==> src/rtl/dcs_pkg.sv <==
package dcs_pkg;

    typedef enum logic [1:0] {
        OP_HOLD  = 2'd0,
        OP_LOAD  = 2'd1,
        OP_SHIFT = 2'd2
    } stage_op_e;

    // Index of each synchronized control bit inside the sampled vector.
    localparam int unsigned IDX_ADV_A = 0;
    localparam int unsigned IDX_ADV_B = 1;
    localparam int unsigned IDX_MODE  = 2;
    localparam int unsigned IDX_SER   = 3;
    localparam int unsigned CTRL_W    = 4;

endpackage

==> src/rtl/dcs_sync.sv <==
module dcs_sync #(
    parameter int unsigned         WIDTH     = 4,
    parameter int unsigned         DEPTH     = 2,
    parameter logic [WIDTH-1:0]    RESET_VAL = '0
) (
    input  logic             clk_i,
    input  logic             rst_ni,
    input  logic [WIDTH-1:0] d_i,
    output logic [WIDTH-1:0] q_o
);

    localparam int unsigned LAST = DEPTH - 1;

    logic [DEPTH-1:0][WIDTH-1:0] chain_d;
    logic [DEPTH-1:0][WIDTH-1:0] chain_q;

    // First flop takes the raw input, each later flop takes its neighbour.
    assign chain_d[0] = d_i;
    for (genvar s = 1; s < DEPTH; s++) begin : g_chain
        assign chain_d[s] = chain_q[s-1];
    end

    always_ff @(posedge clk_i) begin
        if (!rst_ni) begin
            for (int s = 0; s < DEPTH; s++) begin
                chain_q[s] <= RESET_VAL;
            end
        end else begin
            chain_q <= chain_d;
        end
    end

    assign q_o = chain_q[LAST];

endmodule

==> src/rtl/dcs_edge.sv <==
module dcs_edge (
    input  logic clk_i,
    input  logic rst_ni,
    input  logic a_i,
    input  logic b_i,
    output logic adv_o
);

    typedef struct packed {
        logic level;
    } edge_state_t;

    edge_state_t st_d;
    edge_state_t st_q;
    logic        comb_lvl;

    always_comb begin
        comb_lvl = a_i | b_i;
        st_d.level = comb_lvl;
        adv_o = comb_lvl & ~st_q.level;
    end

    always_ff @(posedge clk_i) begin
        if (!rst_ni) begin
            st_q <= '0;
        end else begin
            st_q <= st_d;
        end
    end

    // an input held high keeps any edge on the other input from advancing.
    assert_inhibit_a_R5: assert property (@(posedge clk_i) disable iff (!rst_ni)
        (a_i && $past(a_i)) |-> !adv_o);
    assert_inhibit_b_R5: assert property (@(posedge clk_i) disable iff (!rst_ni)
        (b_i && $past(b_i)) |-> !adv_o);

    // a lone rise on either input gives an advance.
    assert_rise_a_R4: assert property (@(posedge clk_i) disable iff (!rst_ni)
        ($rose(a_i) && !b_i && !$past(b_i)) |-> adv_o);
    assert_rise_b_R4: assert property (@(posedge clk_i) disable iff (!rst_ni)
        ($rose(b_i) && !a_i && !$past(a_i)) |-> adv_o);

endmodule

==> src/rtl/dcs_stages.sv <==
module dcs_stages
    import dcs_pkg::*;
#(
    parameter int unsigned STAGES = 8
) (
    input  logic              clk_i,
    input  logic              rst_ni,
    input  stage_op_e         op_i,
    input  logic [STAGES-1:0] word_i,
    input  logic              ser_i,
    output logic [STAGES-1:0] stage_o
);

    localparam int unsigned TOP = STAGES - 1;

    logic [STAGES-1:0] stage_d;
    logic [STAGES-1:0] stage_q;

    always_comb begin
        stage_d = stage_q;
        unique case (op_i)
            OP_LOAD:  stage_d = word_i;
            OP_SHIFT: stage_d = {stage_q[TOP-1:0], ser_i};
            default:  stage_d = stage_q;
        endcase
    end

    always_ff @(posedge clk_i) begin
        if (!rst_ni) begin
            stage_q <= '0;
        end else begin
            stage_q <= stage_d;
        end
    end

    assign stage_o = stage_q;

    // reset leaves every stage at zero.
    assert_reset_clear_R1: assert property (@(posedge clk_i)
        !rst_ni |=> (stage_q == '0));

    // without a shift or a load the contents stay put.
    assert_hold_R6: assert property (@(posedge clk_i) disable iff (!rst_ni)
        (op_i == OP_HOLD) |=> $stable(stage_q));

    // a shift moves the stages toward the end and takes the serial bit.
    assert_shift_R3: assert property (@(posedge clk_i) disable iff (!rst_ni)
        (op_i == OP_SHIFT) |=>
        (stage_q[0] == $past(ser_i)) && (stage_q[TOP:1] == $past(stage_q[TOP-1:0])));

endmodule

==> src/rtl/dcs_shifter.sv <==
module dcs_shifter
    import dcs_pkg::*;
#(
    parameter int unsigned STAGES     = 8,
    parameter int unsigned SYNC_DEPTH = 2
) (
    input  logic              clk_i,
    input  logic              rst_ni,
    input  logic              adv_a_i,
    input  logic              adv_b_i,
    input  logic              mode_i,
    input  logic              ser_i,
    input  logic [STAGES-1:0] word_i,
    output logic              tail_o,
    output logic              tail_n_o
);

    localparam int unsigned     TOP      = STAGES - 1;
    // Mode resets to 1 so the block comes out of reset in shift mode.
    localparam logic [CTRL_W-1:0] CTRL_RST = CTRL_W'(1) << IDX_MODE;

    logic [CTRL_W-1:0] ctrl_raw;
    logic [CTRL_W-1:0] ctrl_s;
    logic              adv;
    stage_op_e         op;
    logic [STAGES-1:0] stages;

    assign ctrl_raw[IDX_ADV_A] = adv_a_i;
    assign ctrl_raw[IDX_ADV_B] = adv_b_i;
    assign ctrl_raw[IDX_MODE]  = mode_i;
    assign ctrl_raw[IDX_SER]   = ser_i;

    dcs_sync #(
        .WIDTH     (CTRL_W),
        .DEPTH     (SYNC_DEPTH),
        .RESET_VAL (CTRL_RST)
    ) u_sync (
        .clk_i  (clk_i),
        .rst_ni (rst_ni),
        .d_i    (ctrl_raw),
        .q_o    (ctrl_s)
    );

    dcs_edge u_edge (
        .clk_i  (clk_i),
        .rst_ni (rst_ni),
        .a_i    (ctrl_s[IDX_ADV_A]),
        .b_i    (ctrl_s[IDX_ADV_B]),
        .adv_o  (adv)
    );

    // Load takes priority over a detected advance in the same cycle.
    always_comb begin
        if (!ctrl_s[IDX_MODE]) begin
            op = OP_LOAD;
        end else if (adv) begin
            op = OP_SHIFT;
        end else begin
            op = OP_HOLD;
        end
    end

    dcs_stages #(
        .STAGES (STAGES)
    ) u_stages (
        .clk_i   (clk_i),
        .rst_ni  (rst_ni),
        .op_i    (op),
        .word_i  (word_i),
        .ser_i   (ctrl_s[IDX_SER]),
        .stage_o (stages)
    );

    assign tail_o   = stages[TOP];
    assign tail_n_o = ~stages[TOP];

    // while loading, the output shows the last parallel bit one cycle on.
    assert_load_tail_R2: assert property (@(posedge clk_i) disable iff (!rst_ni)
        !ctrl_s[IDX_MODE] |=> (tail_o == $past(word_i[TOP])));

    // a load with a coincident advance still yields the parallel word.
    assert_load_wins_R8: assert property (@(posedge clk_i) disable iff (!rst_ni)
        (!ctrl_s[IDX_MODE] && adv) |=> (stages == $past(word_i)));

endmodule

==> config.mk <==
export PLATFORM = sky130hd
export DESIGN_NAME = dcs_shifter
export DESIGN_NICKNAME = d
export VERILOG_FILES = /design/src/rtl/dcs_pkg.sv /design/src/rtl/dcs_sync.sv /design/src/rtl/dcs_edge.sv /design/src/rtl/dcs_stages.sv /design/src/rtl/dcs_shifter.sv
export SDC_FILE = /design/constraint.sdc
export NUM_CORES = 1
export LEC_CHECK = 0
export CAP_MARGIN = 10
export CORE_AREA = 2 2 39 41
export CTS_CLUSTER_DIAMETER = 50
export DETAILED_ROUTE_END_ITERATION = 12
export DIE_AREA = 0 0 41 43
export DONT_BUFFER_PORTS = 1
export GPL_TIMING_DRIVEN = 1
export PLACE_DENSITY = 0.67
export SLEW_MARGIN = 0
export SYNTH_ARGS = -nofsm -noshare
export SYNTH_HDL_FRONTEND = slang
export SYNTH_HIERARCHICAL = 1
export SYNTH_SLANG_ARGS = --single-unit
==> constraint.sdc <==
create_clock -name clk_i -period 4.3 [get_ports clk_i]
set_input_delay 0.215 -clock clk_i [delete_from_list [all_inputs] [get_ports clk_i]]
set_output_delay 0.215 -clock clk_i [all_outputs]
set_load 0.005 [all_outputs]
**Word-level counts from Yosys, hierarchy flattened**

Index checks and enable logic that the tools add are counted.

- Mux-type cells: 3
- Reductions and logical operators: 1
- Bitwise logic cells: 4
- Equal/unequal tests: 2

Operators by type and width:

| cell | number |
|---|---|
| case mux 8 bit (2 select lines) | 1 |
| two-way mux 2 bit | 2 |
| equality test 2 x 1 -> 1 bit (second input constant) | 1 |
| equality test 2 bit (second input constant) | 1 |
| inverter 1 bit | 2 |
| nonzero test 2 bit | 1 |
| bitwise AND 1 bit | 1 |
| bitwise OR 1 bit | 1 |

- Flip-flop bits (word level): 17
- Output and inout bits: 2
- Input port bits: 14
- Word-level logic and storage cells: 14

**Logic depth before layout (Yosys ltp)**

- Depth in word-level cells: 6
- Gate-level depth with buffers: 6

**By module**

Netlist, hierarchy kept.

By module, submodules not included:

| module | cells an instance | area each (µm²) | sequential area each (µm²) | times used |
|---|---|---|---|---|
| dcs_stages | 37 | 456.7 | 160.2 | 1 |
| dcs_sync | 16 | 210.2 | 160.2 | 1 |
| dcs_edge | 3 | 37.5 | 20.0 | 1 |
| dcs_shifter | 3 | 13.8 | 0.0 | 1 |

**Worst setup path before layout**

Ideal clock, no wire load.

- Path type: register -> register
- From: register u_sync.chain_q (netlist bit u_sync/q_o[1])
- To: register u_stages.stage_q[1] (netlist: u_stages/stage_o[1])
- Stages on the path, launching flop included: 7
- Slack: 2.757 ns
- Arrival: 1.427 ns
- Period minus slack after synthesis: 1.543 ns
- Cells stage by stage: dfxtp_1 -> o21ba_1 -> and2_1 -> ha_1 -> buf_2 -> or2b_1 -> o211a_1

- Word-level cells in the longest chain between the ends: 6
- Elaborated cells on any way between the ends: 8
- Those cells by class: eq/ne (2); mux (3); bitwise (2); reduce/logical (1)

Ends and longest elaborated chain:

| item | RTL line | RTL |
|---|---|---|
| start, declared | dcs_sync.sv:15 | `logic [DEPTH-1:0][WIDTH-1:0] chain_q;` |
| start signal, assigned | dcs_sync.sv:29 | `chain_q <= chain_d;` |
| bitwise OR 1 bit (*) | dcs_edge.sv:18 | `comb_lvl = a_i \| b_i;` |
| bitwise AND 1 bit (*) | dcs_edge.sv:20 | `adv_o = comb_lvl & ~st_q.level;` |
| via adv | dcs_shifter.sv:24 | `logic adv;` |
| two-way mux 2 bit (*) | dcs_shifter.sv:56 | `end else if (adv) begin` |
| two-way mux 2 bit (*) | dcs_shifter.sv:54 | `if (!ctrl_s[IDX_MODE]) begin` |
| via op[1] | dcs_shifter.sv:25 | `stage_op_e op;` |
| equality test 2 bit or equality test 2 x 1 -> 1 bit (tied branches) | dcs_stages.sv:21 | `unique case (op_i)` |
| case mux 8 bit (2 select lines) or nonzero test 2 bit (tied branches) | -- |  |
| end signal, assigned | dcs_stages.sv:32 | `stage_q <= stage_d;` |
| end, declared | dcs_stages.sv:17 | `logic [STAGES-1:0] stage_q;` |

Mark *: on every way through the listed nets, which the timed path passes. The rest lies on a longest branch.
A chain may end at the register's enable or synchronous reset.

**Final worst setup path**

- From: register u_edge.st_q
- To: register u_stages.stage_q[1] (netlist: u_stages/stage_o[1])

- Word-level cells in the longest chain between the ends: 6
- Elaborated cells on any way between the ends: 8
- Those cells by class: eq/ne (2); mux (3); bitwise (2); reduce/logical (1)

Ends and longest elaborated chain:

| item | RTL line | RTL |
|---|---|---|
| start, declared | dcs_edge.sv:14 | `edge_state_t st_q;` |
| start signal, assigned | dcs_edge.sv:27 | `st_q <= st_d;` |
| inverter 1 bit (*) | dcs_edge.sv:20 |  |
| bitwise AND 1 bit (*) | dcs_edge.sv:20 |  |
| via adv | dcs_shifter.sv:24 |  |
| two-way mux 2 bit (*) | dcs_shifter.sv:56 |  |
| two-way mux 2 bit (*) | dcs_shifter.sv:54 |  |
| via op[1] | dcs_shifter.sv:25 |  |
| equality test 2 bit or equality test 2 x 1 -> 1 bit (tied branches) | dcs_stages.sv:21 |  |
| case mux 8 bit (2 select lines) or nonzero test 2 bit (tied branches) | -- |  |

Marked as above.

==> results.toml <==
[outcome]
result_of_the_run = "finished clean"

[power_and_ir_drop]
sw_frac_of_total = 0.215
pwr-share-comb = 0.145
leakagePower_nw = 0.405
power.switching_uw = 64.0
seqPwrFrac = 0.585
pwr-share-clk = 0.270
ir_worst_vdd_mv = 0.195
p_int_uw = 234
pwr_density_cell_nw_per_um2 = 395

[clock_network]
cts.clk_slew.worst_paths_ps = 90
ctsLongestPathBuffers = 2
cts_buffers = 3
tritoncts = "built"
cts_post_setup_buffers_inserted = 0
tritoncts_num_sinks = 17
clk_root_buffer_cell = "clkbuf_4"
clk_latency_ps = 280
count_of_h_tree_levels_built_during_cts = 1

[finish]
nNetsFinal = 77
flow.area_growth_from_synthesis_pct = 5.05
n_antenna_cell = 0
finalCoreUtilization = 0.545
layout_cells_sized_above_1 = 0.180

[route]
finalWirelength_um = 921
antenna_violation_net_count_after_detailed_routing = 0
detailedRoute.firstIterationViolations = 1
drt_pre_antenna_iters = 2
vias = 370
detail_route.drc_violations = 0
wire_per_inst_um = 12.0
via_per_inst = 4.81

[synthesis]
synthesis.area_per_instance_um2 = 12.2
synth_largest_type_area_fraction = 0.474
synth_top_flop_cell = "dfxtp_1"
yosysWarningCount = 6
netlist.top_cell.by_area = "dfxtp_1"
post_synth_and_or_nand_nor_area_fraction = 0.162
synth.area.mux_share = 0.167
synthesis.nets = 74
syn_inst = 59
fraction_of_the_mapped_netlist_area_in_adder_cells = 0.0174
netlist_cell_types = 13
synth_compound_area_frac = 0.136
synth.yosys.seq_area_share = 0.474
synth.most_common_cell = "dfxtp_1"
total_of_flip_flops_plus_latches_after_synthesis = 17
synth.area.top_cells = "dfxtp_1, mux2_4, o211a_1"
synthArstFlopShare = 0
synthXorXnorAreaFrac = 0
synth_enable_flop_cells = 0
yosys-top-cells-count = "dfxtp_1, mux2_4, o211a_1, or2b_1, and2_1"
combinational_family_with_the_most_area_after_synthesis = "multiplexers"
netlist_area_um2 = 718

[worst_setup_path]
r2r_cells = 5
worstSetupStartpoint = "u_edge/st_q"
timing.reg2reg.setup_slack_ps = 2570
cp_startpoint_kind = "flop"
timing.critical_path.arrival_ps = 1910
critPathKind = "flop to flop"
crit_required_ps = 4480
crit-reg2reg-launch = "u_edge/st_q"
worst_setup_path_end_kind = "flop"
r2r-end = "u_stages/stage_o[1]"
worst-path-max-fanout = 8

[global_routing]
grt-ovfl-total = 0
groute.usage.overall = 0.127
number_of_global_route_vias_before_repair = 361
grt_max_degree = 17
grt_first_pass_wirelength_um = 1420
grt_antenna_before_repair = 0

[sta]
timing.fmax_mhz = 578
maxSlewHeadroom = 0.659
final_period_utilization = 0.402
setup_viol = 0
finalSetupTns_ps = 0
final_critical_period_ps = 1730
timing_hold_violations_final = 0
finalClockSkew_ps = 4.87
final-max-slew-violation-count = 0
rsz0062_at_grt = "no"
worst_pin_slew_ps = 511

[placed_design]
place_congestion = 0.635
io_buffer_count = 0
dp.final_hpwl_um = 644

[die]
floorplan.initialDensity = 0.519
coreArea_um2 = 1380
dieHeight_um = 43
design.portCount = 16
overall_die_area_um2 = 1760
die_width_um = 41
row_count = 14

[hold_path]
worst_hold_path.endpoint = "u_sync/chain_d[6]"
min_delay_path_depth = 1
path_class_of_the_lowest_slack_min_delay_path = "primary input to flop"
timing.hold.worst.start = "mode_i"

[flow_run]
max-cap-violations = 0
## cell families (layout without fill, tap and decap cells)
kind of cell               after synthesis  count (layout)
and+or+nand+nor                         17              17
muxes                                    8               8
buffers and inverters                    6               8
AOI/OAI and AO/OA                       10              10
DFF                                     17              17
adders and majority gates                1               1
## layout make-up
class	instances	area [µm²]
Multi-Input combinational cell	36	347
Tap cell	16	20.0
Clock buffer	4	26.3
Fill cell	124	629
Inverter	3	11.3
Timing Repair Buffer	1	10.0
Sequential cell	17	340
## metal layers
metal / GRT usage / routed length (µm)
met5: 0 / 0
met4: 0.0800 / 0
met3: 0.0471 / 48
met2: 0.175 / 376
met1: 0.159 / 496
## state kept, by name (all words and copies together), names as in the netlist
signal and flops:
u_sync/chain_d 4, u_sync/q_o 4, u_stages/stage_o 8, u_edge/st_q 1
## repair_timing
item                      in CTS  in global routing
resized for setup              0                  0
hold buffers                   1                  0
hold endpoints to repair       2                  0
## power groups by stage
stage | Sequential (mW) | Clock (mW) | Combinational [mW]
final | 0.174 | 0.0803 | 0.0431
after detailed placement | 0.178 | 0 | 0.0424
after CTS | 0.174 | 0.0858 | 0.0435
after global routing | 0.176 | 0.0916 | 0.0476
after global placement | 0.178 | 0 | 0.0412
after floorplan | 0.177 | 0 | 0.0404
## worst max-delay path by stage
stage	to	slack, ps
floorplan	u_stages/stage_o[1]	2760
global placement	u_stages/stage_o[2]	2590
detailed placement	u_stages/stage_o[1]	2560
CTS	u_stages/stage_o[1]	2550
global route	u_stages/stage_o[4]	2500
finish	u_stages/stage_o[1]	2570
## critical path: stages (launching register included)
cell     delay [ps]
dfxtp_1         300
o21ba_1         190
and2_1          120
ha_1            470
mux2_4          340
o211a_1         210
## stage by stage
step / cells / setup slack [ps] / cell area, µm² / power [mW] / hold slack [ps]
global route: 77 / 2500 / 754 / 0.315 / 26.7
detailed placement: 72 / 2560 / 718 / 0.221 / 293
floorplan: 59 / 2760 / 718 / 0.217 / 288
global placement: 72 / 2590 / 718 / 0.219 / 290
finish: 77 / 2570 / 754 / 0.298 / 32.7
CTS: 77 / 2550 / 754 / 0.304 / 19.8
## placed cells by master, fill, tap and decap left out, drive strengths merged
| master | n |
|---|---|
| or2b | 8 |
| dfxtp | 17 |
| ha | 1 |
| mux2 | 8 |
| clkbuf | 4 |
| o211a | 8 |
| dlygate4sd3 | 1 |
| o21a | 1 |
| and2 | 7 |
| nand2b | 2 |
| o21ba | 1 |
| inv | 3 |
Note: power is estimated with default switching activity, not from simulation.
